### src/rtl/nvsram_pkg.sv
package nvsram_pkg;
  typedef enum logic [1:0] {
    M_RECALL = 2'd0,
    M_IDLE   = 2'd1,
    M_STORE  = 2'd2,
    M_HALT   = 2'd3
  } nv_mode_e;

  localparam int SEQ_LEN = 6;
endpackage

### src/rtl/nvsram_access.sv
// Decodes sampled control pins into accepted read / write strobes.
module nvsram_access (
  input  logic lock,
  input  logic ce_n,
  input  logic oe_n,
  input  logic we_n,
  input  logic hsb_n,
  output logic rd_ok,
  output logic wr_ok
);
  logic sel;

  always_comb begin
    sel   = !ce_n && hsb_n && !lock;
    rd_ok = sel && !oe_n && we_n;
    wr_ok = sel && !we_n;
  end
endmodule

### src/rtl/nvsram_swseq.sv
// Matches six consecutive accepted reads against a parameter address list.
module nvsram_swseq
  import nvsram_pkg::*;
#(
  parameter int          ADDR_W = 6,
  parameter int unsigned SW_SEQ [SEQ_LEN] = '{32'h0E38, 32'h31C7, 32'h03E0,
                                              32'h3C1F, 32'h303F, 32'h0FC0}
) (
  input  logic              clk,
  input  logic              rst,
  input  logic              rd_ok,
  input  logic [ADDR_W-1:0] addr,
  output logic              hit
);
  localparam int STEP_W = $clog2(SEQ_LEN);
  localparam logic [STEP_W-1:0] LAST_STEP = STEP_W'(SEQ_LEN - 1);

  logic [ADDR_W-1:0] seq_addr [SEQ_LEN];
  logic [STEP_W-1:0] step;
  logic [ADDR_W-1:0] want;
  logic              match;

  for (genvar i = 0; i < SEQ_LEN; i++) begin : g_seq
    assign seq_addr[i] = ADDR_W'(SW_SEQ[i]);
  end

  always_comb begin
    want = seq_addr[0];
    for (int i = 0; i < SEQ_LEN; i++) begin
      if (step == STEP_W'(i)) want = seq_addr[i];
    end
    match = rd_ok && (addr == want);
    hit   = match && (step == LAST_STEP);
  end

  always_ff @(posedge clk) begin
    if (rst) begin
      step <= '0;
    end else if (rd_ok) begin
      if (hit || !match) step <= '0;
      else               step <= step + 1'b1;
    end
  end
endmodule

### src/rtl/nvsram_copy_fsm.sv
// Mode control, store arbitration, dirty tracking and bulk copy sequencing.
module nvsram_copy_fsm
  import nvsram_pkg::*;
#(
  parameter int ADDR_W = 6,
  parameter int DEPTH  = 1 << ADDR_W
) (
  input  logic              clk,
  input  logic              rst,
  input  logic              pwr_fail,
  input  logic              hsb_n,
  input  logic              sw_hit,
  input  logic              wr_ok,
  output logic              busy,
  output logic              lock,
  output logic              in_recall,
  output logic              in_store,
  output logic              dirty,
  output logic [ADDR_W-1:0] copy_raddr,
  output logic              copy_we,
  output logic [ADDR_W-1:0] copy_waddr
);
  localparam int CNT_W = ADDR_W + 1;
  localparam logic [CNT_W-1:0] LAST = CNT_W'(DEPTH);

  nv_mode_e         mode;
  logic [CNT_W-1:0] cnt;
  logic             hsb_q;
  logic             halt_after;
  logic             hsb_fall;
  logic             done;
  logic [CNT_W-1:0] cnt_m1;

  always_comb begin
    hsb_fall   = hsb_q && !hsb_n;
    in_recall  = (mode == M_RECALL);
    in_store   = (mode == M_STORE);
    busy       = in_recall || in_store;
    lock       = (mode != M_IDLE);
    done       = (cnt == LAST);
    cnt_m1     = cnt - 1'b1;
    copy_raddr = cnt[ADDR_W-1:0];
    copy_we    = busy && (cnt != '0);
    copy_waddr = cnt_m1[ADDR_W-1:0];
  end

  always_ff @(posedge clk) begin
    if (rst) begin
      mode       <= M_RECALL;
      cnt        <= '0;
      dirty      <= 1'b0;
      hsb_q      <= 1'b1;
      halt_after <= 1'b0;
    end else begin
      hsb_q <= hsb_n;
      if (wr_ok) dirty <= 1'b1;
      case (mode)
        M_IDLE: begin
          cnt <= '0;
          if (pwr_fail) begin
            if (dirty) begin
              mode       <= M_STORE;
              halt_after <= 1'b1;
            end else begin
              mode <= M_HALT;
            end
          end else if ((hsb_fall && dirty) || sw_hit) begin
            mode       <= M_STORE;
            halt_after <= 1'b0;
          end
        end
        M_RECALL, M_STORE: begin
          if (done) begin
            cnt   <= '0;
            dirty <= 1'b0;
            mode  <= halt_after ? M_HALT : M_IDLE;
          end else begin
            cnt <= cnt + 1'b1;
          end
        end
        default: mode <= M_HALT;
      endcase
    end
  end
endmodule

### src/rtl/nvsram_mem.sv
// Working RAM and shadow array, each one write port and one registered read port.
module nvsram_mem #(
  parameter int ADDR_W = 6,
  parameter int DATA_W = 8,
  parameter int DEPTH  = 1 << ADDR_W
) (
  input  logic              clk,
  input  logic              ram_we,
  input  logic [ADDR_W-1:0] ram_wa,
  input  logic [DATA_W-1:0] ram_wd,
  input  logic [ADDR_W-1:0] ram_ra,
  output logic [DATA_W-1:0] ram_rd,
  input  logic              shd_we,
  input  logic [ADDR_W-1:0] shd_wa,
  input  logic [DATA_W-1:0] shd_wd,
  input  logic [ADDR_W-1:0] shd_ra,
  output logic [DATA_W-1:0] shd_rd
);
  logic [DATA_W-1:0] ram [DEPTH];
  logic [DATA_W-1:0] shd [DEPTH];

  initial begin
    for (int i = 0; i < DEPTH; i++) shd[i] = '0;
  end

  always_ff @(posedge clk) begin
    if (ram_we) ram[ram_wa] <= ram_wd;
    ram_rd <= ram[ram_ra];
  end

  always_ff @(posedge clk) begin
    if (shd_we) shd[shd_wa] <= shd_wd;
    shd_rd <= shd[shd_ra];
  end
endmodule

### src/rtl/nvsram_ctrl.sv
module nvsram_ctrl
  import nvsram_pkg::*;
#(
  parameter int          ADDR_W = 6,
  parameter int          DATA_W = 8,
  parameter int unsigned SW_SEQ [SEQ_LEN] = '{32'h0E38, 32'h31C7, 32'h03E0,
                                              32'h3C1F, 32'h303F, 32'h0FC0}
) (
  input  logic              clk,
  input  logic              rst,
  input  logic              ce_n,
  input  logic              oe_n,
  input  logic              we_n,
  input  logic              hsb_n,
  input  logic              pwr_fail,
  input  logic [ADDR_W-1:0] addr,
  input  logic [DATA_W-1:0] din,
  output logic [DATA_W-1:0] dout,
  output logic              dout_en,
  output logic              busy
);
  localparam int DEPTH = 1 << ADDR_W;

  logic              lock, rd_ok, wr_ok, sw_hit, dirty;
  logic              in_recall, in_store, copy_we;
  logic [ADDR_W-1:0] copy_raddr, copy_waddr;
  logic              ram_we, shd_we;
  logic [ADDR_W-1:0] ram_wa, ram_ra;
  logic [DATA_W-1:0] ram_wd, ram_rd, shd_rd;

  nvsram_access u_acc (
    .lock(lock), .ce_n(ce_n), .oe_n(oe_n), .we_n(we_n), .hsb_n(hsb_n),
    .rd_ok(rd_ok), .wr_ok(wr_ok)
  );

  nvsram_swseq #(.ADDR_W(ADDR_W), .SW_SEQ(SW_SEQ)) u_seq (
    .clk(clk), .rst(rst), .rd_ok(rd_ok), .addr(addr), .hit(sw_hit)
  );

  nvsram_copy_fsm #(.ADDR_W(ADDR_W), .DEPTH(DEPTH)) u_fsm (
    .clk(clk), .rst(rst), .pwr_fail(pwr_fail), .hsb_n(hsb_n),
    .sw_hit(sw_hit), .wr_ok(wr_ok), .busy(busy), .lock(lock),
    .in_recall(in_recall), .in_store(in_store), .dirty(dirty),
    .copy_raddr(copy_raddr), .copy_we(copy_we), .copy_waddr(copy_waddr)
  );

  always_comb begin
    ram_we = in_recall ? copy_we    : wr_ok;
    ram_wa = in_recall ? copy_waddr : addr;
    ram_wd = in_recall ? shd_rd     : din;
    ram_ra = busy      ? copy_raddr : addr;
    shd_we = in_store && copy_we;
  end

  nvsram_mem #(.ADDR_W(ADDR_W), .DATA_W(DATA_W), .DEPTH(DEPTH)) u_mem (
    .clk(clk),
    .ram_we(ram_we), .ram_wa(ram_wa), .ram_wd(ram_wd),
    .ram_ra(ram_ra), .ram_rd(ram_rd),
    .shd_we(shd_we), .shd_wa(copy_waddr), .shd_wd(ram_rd),
    .shd_ra(copy_raddr), .shd_rd(shd_rd)
  );

  assign dout = ram_rd;

  always_ff @(posedge clk) begin
    if (rst) dout_en <= 1'b0;
    else     dout_en <= rd_ok;
  end
endmodule

### config.mk
export PLATFORM = sky130hd
export DESIGN_NAME = nvsram_ctrl
export DESIGN_NICKNAME = d
export VERILOG_FILES = /design/src/rtl/nvsram_pkg.sv /design/src/rtl/nvsram_access.sv /design/src/rtl/nvsram_swseq.sv /design/src/rtl/nvsram_copy_fsm.sv /design/src/rtl/nvsram_mem.sv /design/src/rtl/nvsram_ctrl.sv
export SDC_FILE = /design/constraint.sdc
export NUM_CORES = 1
export LEC_CHECK = 0
export BUFFER_PORTS_ARGS = -buffer_cell sky130_fd_sc_hd__buf_4
export CAP_MARGIN = 20
export CORE_MARGIN = 1
export CORE_UTILIZATION = 60
export CTS_CLUSTER_DIAMETER = 50
export CTS_CLUSTER_SIZE = 14
export DETAILED_ROUTE_END_ITERATION = 8
export PLACE_DENSITY_LB_ADDON = 0.08
export SLEW_MARGIN = 20
export SYNTH_ARGS = -nofsm -noshare
export SYNTH_HDL_FRONTEND = slang
export SYNTH_SLANG_ARGS = --single-unit
### constraint.sdc
create_clock -name clk -period 4 [get_ports clk]
set_input_delay 0.4 -clock clk [delete_from_list [all_inputs] [get_ports clk]]
set_output_delay 0.4 -clock clk [all_outputs]
set_load 0.02 [all_outputs]
==> out/summary.md <==
- WL final: 127 mm
- global-route usage over all layers: 0.330
- Filler Cells Inserted: 5091
- final non-filler cell area: 0.0512 mm²
- average instance area after synthesis: 14.6 µm²
- Maximum Capacitance Violations: 0
- worst vdd ir: 0.487 mV
- Tcrit/Tclk final: 0.875
- most frequent cells in the layout: 1024 x sky130_fd_sc_hd__edfxtp_1, 318 x sky130_fd_sc_hd__a21oi_1, 287 x sky130_fd_sc_hd__nand2_1
- routed vias: 30.0k
- relative contribution of the clock network to total power: 0.396
- Hold-fix buffers, CTS: 3
- Clock Sink Count: 1056
- clock slew at the register clock pins of the worst setup and hold paths: 0.06 ns
- leakage power of the design: 16.1 nW
- Resized cells post-CTS: 0
- pwr dens: 496 mW/mm²
- post-layout net count: 3252
- share of synthesized registers carrying an async set or reset: 0
- worst endpoint data arrival time: 3.89 ns
- cell total after placement: 4080
- post-place instance area: 0.0477 mm²
- insertion delay to the later sink of the worst-skew pair: 0.68 ns
- top cell type by total area after synthesis: sky130_fd_sc_hd__edfxtp_1
- worst-case clock skew: 0.0276 ns
- effective utilization at floorplan: 0.608
- critical path data required time: 4.39 ns
- vias per inst: 7.01
- R2R Setup Slk: 0.50 ns
- Sw Pwr: 0.00633 W
- portion of synthesized cell area occupied by the leading cell type: 0.675
- share of final-layout standard cells stronger than drive strength 1: 0.184
- share of the core filled with cells: 0.685
- area grow syn2layout: 12.5%
- drt first-iter violations: 3978
- critical path startpoint category: register
- commonest non-fill, non-tap cell in the layout: sky130_fd_sc_hd__edfxtp_1
- number of DRC violations after detailed routing: 0
- combinational fraction of design power: 0.100
- fin crit period: 3.50 ns
- gpl congestion: 0.917
- hold slack: 0.0509 ns
- CTS tree: done
- EDFF count, synth: 1024
- Syn Inst Count: 3123
- Top FF cell, synth: sky130_fd_sc_hd__edfxtp_1
- synthesized net count: 3152
- chip height: 277 µm
- pin count of the biggest net entering global routing: 148
- cell type of the slowest stage on the worst timing path: sky130_fd_sc_hd__nand3_1
- number of setup buffers added after CTS: 0
- global-route congestion overflow total: 0
- maximum clock rate: 0.286 GHz
- vias in the first global route: 28.8k
- Unique masters post-synth: 74
- power share of the sequential group: 0.504
- number of antenna violations at the first check in global routing: 3
- hold violation total from the final report: 0
- root buffer cell: sky130_fd_sc_hd__clkbuf_16
- worst hold path cell count: 3
- post-route antenna net violation count: 0
- area enclosed by the die boundary: 0.0770 mm²
- fin cells: 4277
- Setup crit end kind: register
- Core Region: 0.0748 mm²
- Pins Over Slew Limit: 0
- warnings from Yosys: 0
- transition time at the pin with the least slew margin: 1.09 ns
- drt first pass iters: 5
- Worst R2R Path Depth: 8
- peak per-stage delay on the critical path: 0.66 ns
- deepest clock path buffer count: 3
- unrepaired setup endpoints after global routing: false
- worst hold-check path type: in -> reg
- cell chain of the critical path: inv_2 -> ha_1 -> and3b_1 -> nor2b_1 -> nor4_1 -> nand3_1 -> nor2_1 -> buf_4
- switching part of the total: 0.249
- critical path peak fanout: 21
- synthesized cell area: 0.0455 mm²
- detail-routed net length per standard cell: 29.7 µm
- outcome: complete, no violations
- max_slew headroom: 0.264
- setup violation total in the final timing report: 0
- port buffer count: 30
- register area share after synthesis: 0.689
- final setup TNS: 0 ns
- number of placed I/O pins: 31
- Die W: 277 µm
- number of core rows: 100
- top post-synthesis cells by area: sky130_fd_sc_hd__edfxtp_1 68%, sky130_fd_sc_hd__mux4_2 7.8%, sky130_fd_sc_hd__a21oi_1 3.5%, sky130_fd_sc_hd__a211oi_1 3.1%, sky130_fd_sc_hd__nand2_1 2.4%
- synthesis-stage register bit count: 1056
- dpl hpwl: 76.9 mm
- number of H-tree levels: 3
- cts bufs inserted: 107
- wire length of the first global-routing pass: 187 mm
- critical path class: reg -> reg
- Diodes inserted: 0
- Internal Pwr Total: 0.0191 W
[layer usage]
metal,GRT usage,share of wire
met1,0.463,0.39
met2,0.515,0.47
met3,0.0531,0.095
met4,0.148,0.046
met5,0,0.000087
[final timing paths]
kind                                     from         endpoint
worst max register to register   u_fsm.cnt[1]  u_mem.shd[5][0]
worst max-delay path             u_fsm.cnt[1]  u_mem.shd[5][0]
worst min register to register  u_seq.step[2]    u_seq.step[2]
worst min-delay path                     oe_n          dout_en
[state kept, by name, summed over array words and instances (netlist names), 2 cells and up]
name / cells
u_mem.ram: 512
u_mem.shd: 512
u_mem.ram_rd: 8
u_fsm.mode: 2
u_mem.shd_rd: 8
u_fsm.cnt: 7
u_seq.step: 3
[through the flow]
step / setup slack (ns) / power [W]
2_1_floorplan: 0.820 / 0.0145
3_3_place_gp: 0.0992 / 0.0155
3_5_place_dp: 0.604 / 0.0155
4_1_cts: 0.571 / 0.0255
5_1_grt: 0.348 / 0.0261
6_report: 0.499 / 0.0254
[synthesized netlist by cell type, drive strengths merged, types with 11 or more instances]
| library cell | instances |
|---|---|
| a211oi | 190 |
| mux4 | 158 |
| a22oi | 25 |
| a31oi | 73 |
| buf | 122 |
| nand3 | 55 |
| edfxtp | 1024 |
| mux2 | 22 |
| dfxtp | 32 |
| a221oi | 17 |
| and3 | 23 |
| a21oi | 318 |
| nor2b | 16 |
| o221ai | 11 |
| a21boi | 63 |
| clkbuf | 119 |
| mux2i | 34 |
| nor4 | 14 |
| nand2 | 287 |
| nor2 | 186 |
| o22ai | 62 |
| nor3 | 49 |
| nand2b | 12 |
| o21ai | 88 |
[area by class of cell]
cell class / instances / area (µm²) / share of cell area
clock buffer: 128 / 2780 / 0.0542
clock inverter: 66 / 758 / 0.0148
inverter: 11 / 41.3 / 0.000806
multi-input combinational: 1815 / 13100 / 0.255
sequential: 1056 / 31400 / 0.613
tap: 969 / 1210 / 0.0237
timing repair buffer: 232 / 1930 / 0.0377
[cells by family after synthesis]
logic type,synth area share
muxes,0.0911
AOI/OAI and AO/OA,0.128
buffers and inverters,0.0236
DFF,0.689
and+or+nand+nor,0.0633
xor gates and xnor gates,0.00192
adders and majority gates,0.00220
[power by group through the flow]
stage / clock [W] / sequential, W / combinational [W]
after floorplan: 0 / 0.0130 / 0.00143
after global placement: 0 / 0.0130 / 0.00244
after detailed placement: 0 / 0.0131 / 0.00250
after CTS: 0.0101 / 0.0128 / 0.00251
after global routing: 0.0106 / 0.0128 / 0.00269
final: 0.0101 / 0.0128 / 0.00255
[critical path: cells and delay by family, from the launching register on]
| family | cells | cell delay [ns] |
|---|---|---|
| buf+inv | 2 | 0.33 |
| flops | 1 | 0.57 |
| fa+ha+maj | 1 | 0.20 |
| simple gates | 5 | 2.10 |
Note: power is estimated with default switching activity, not from simulation.
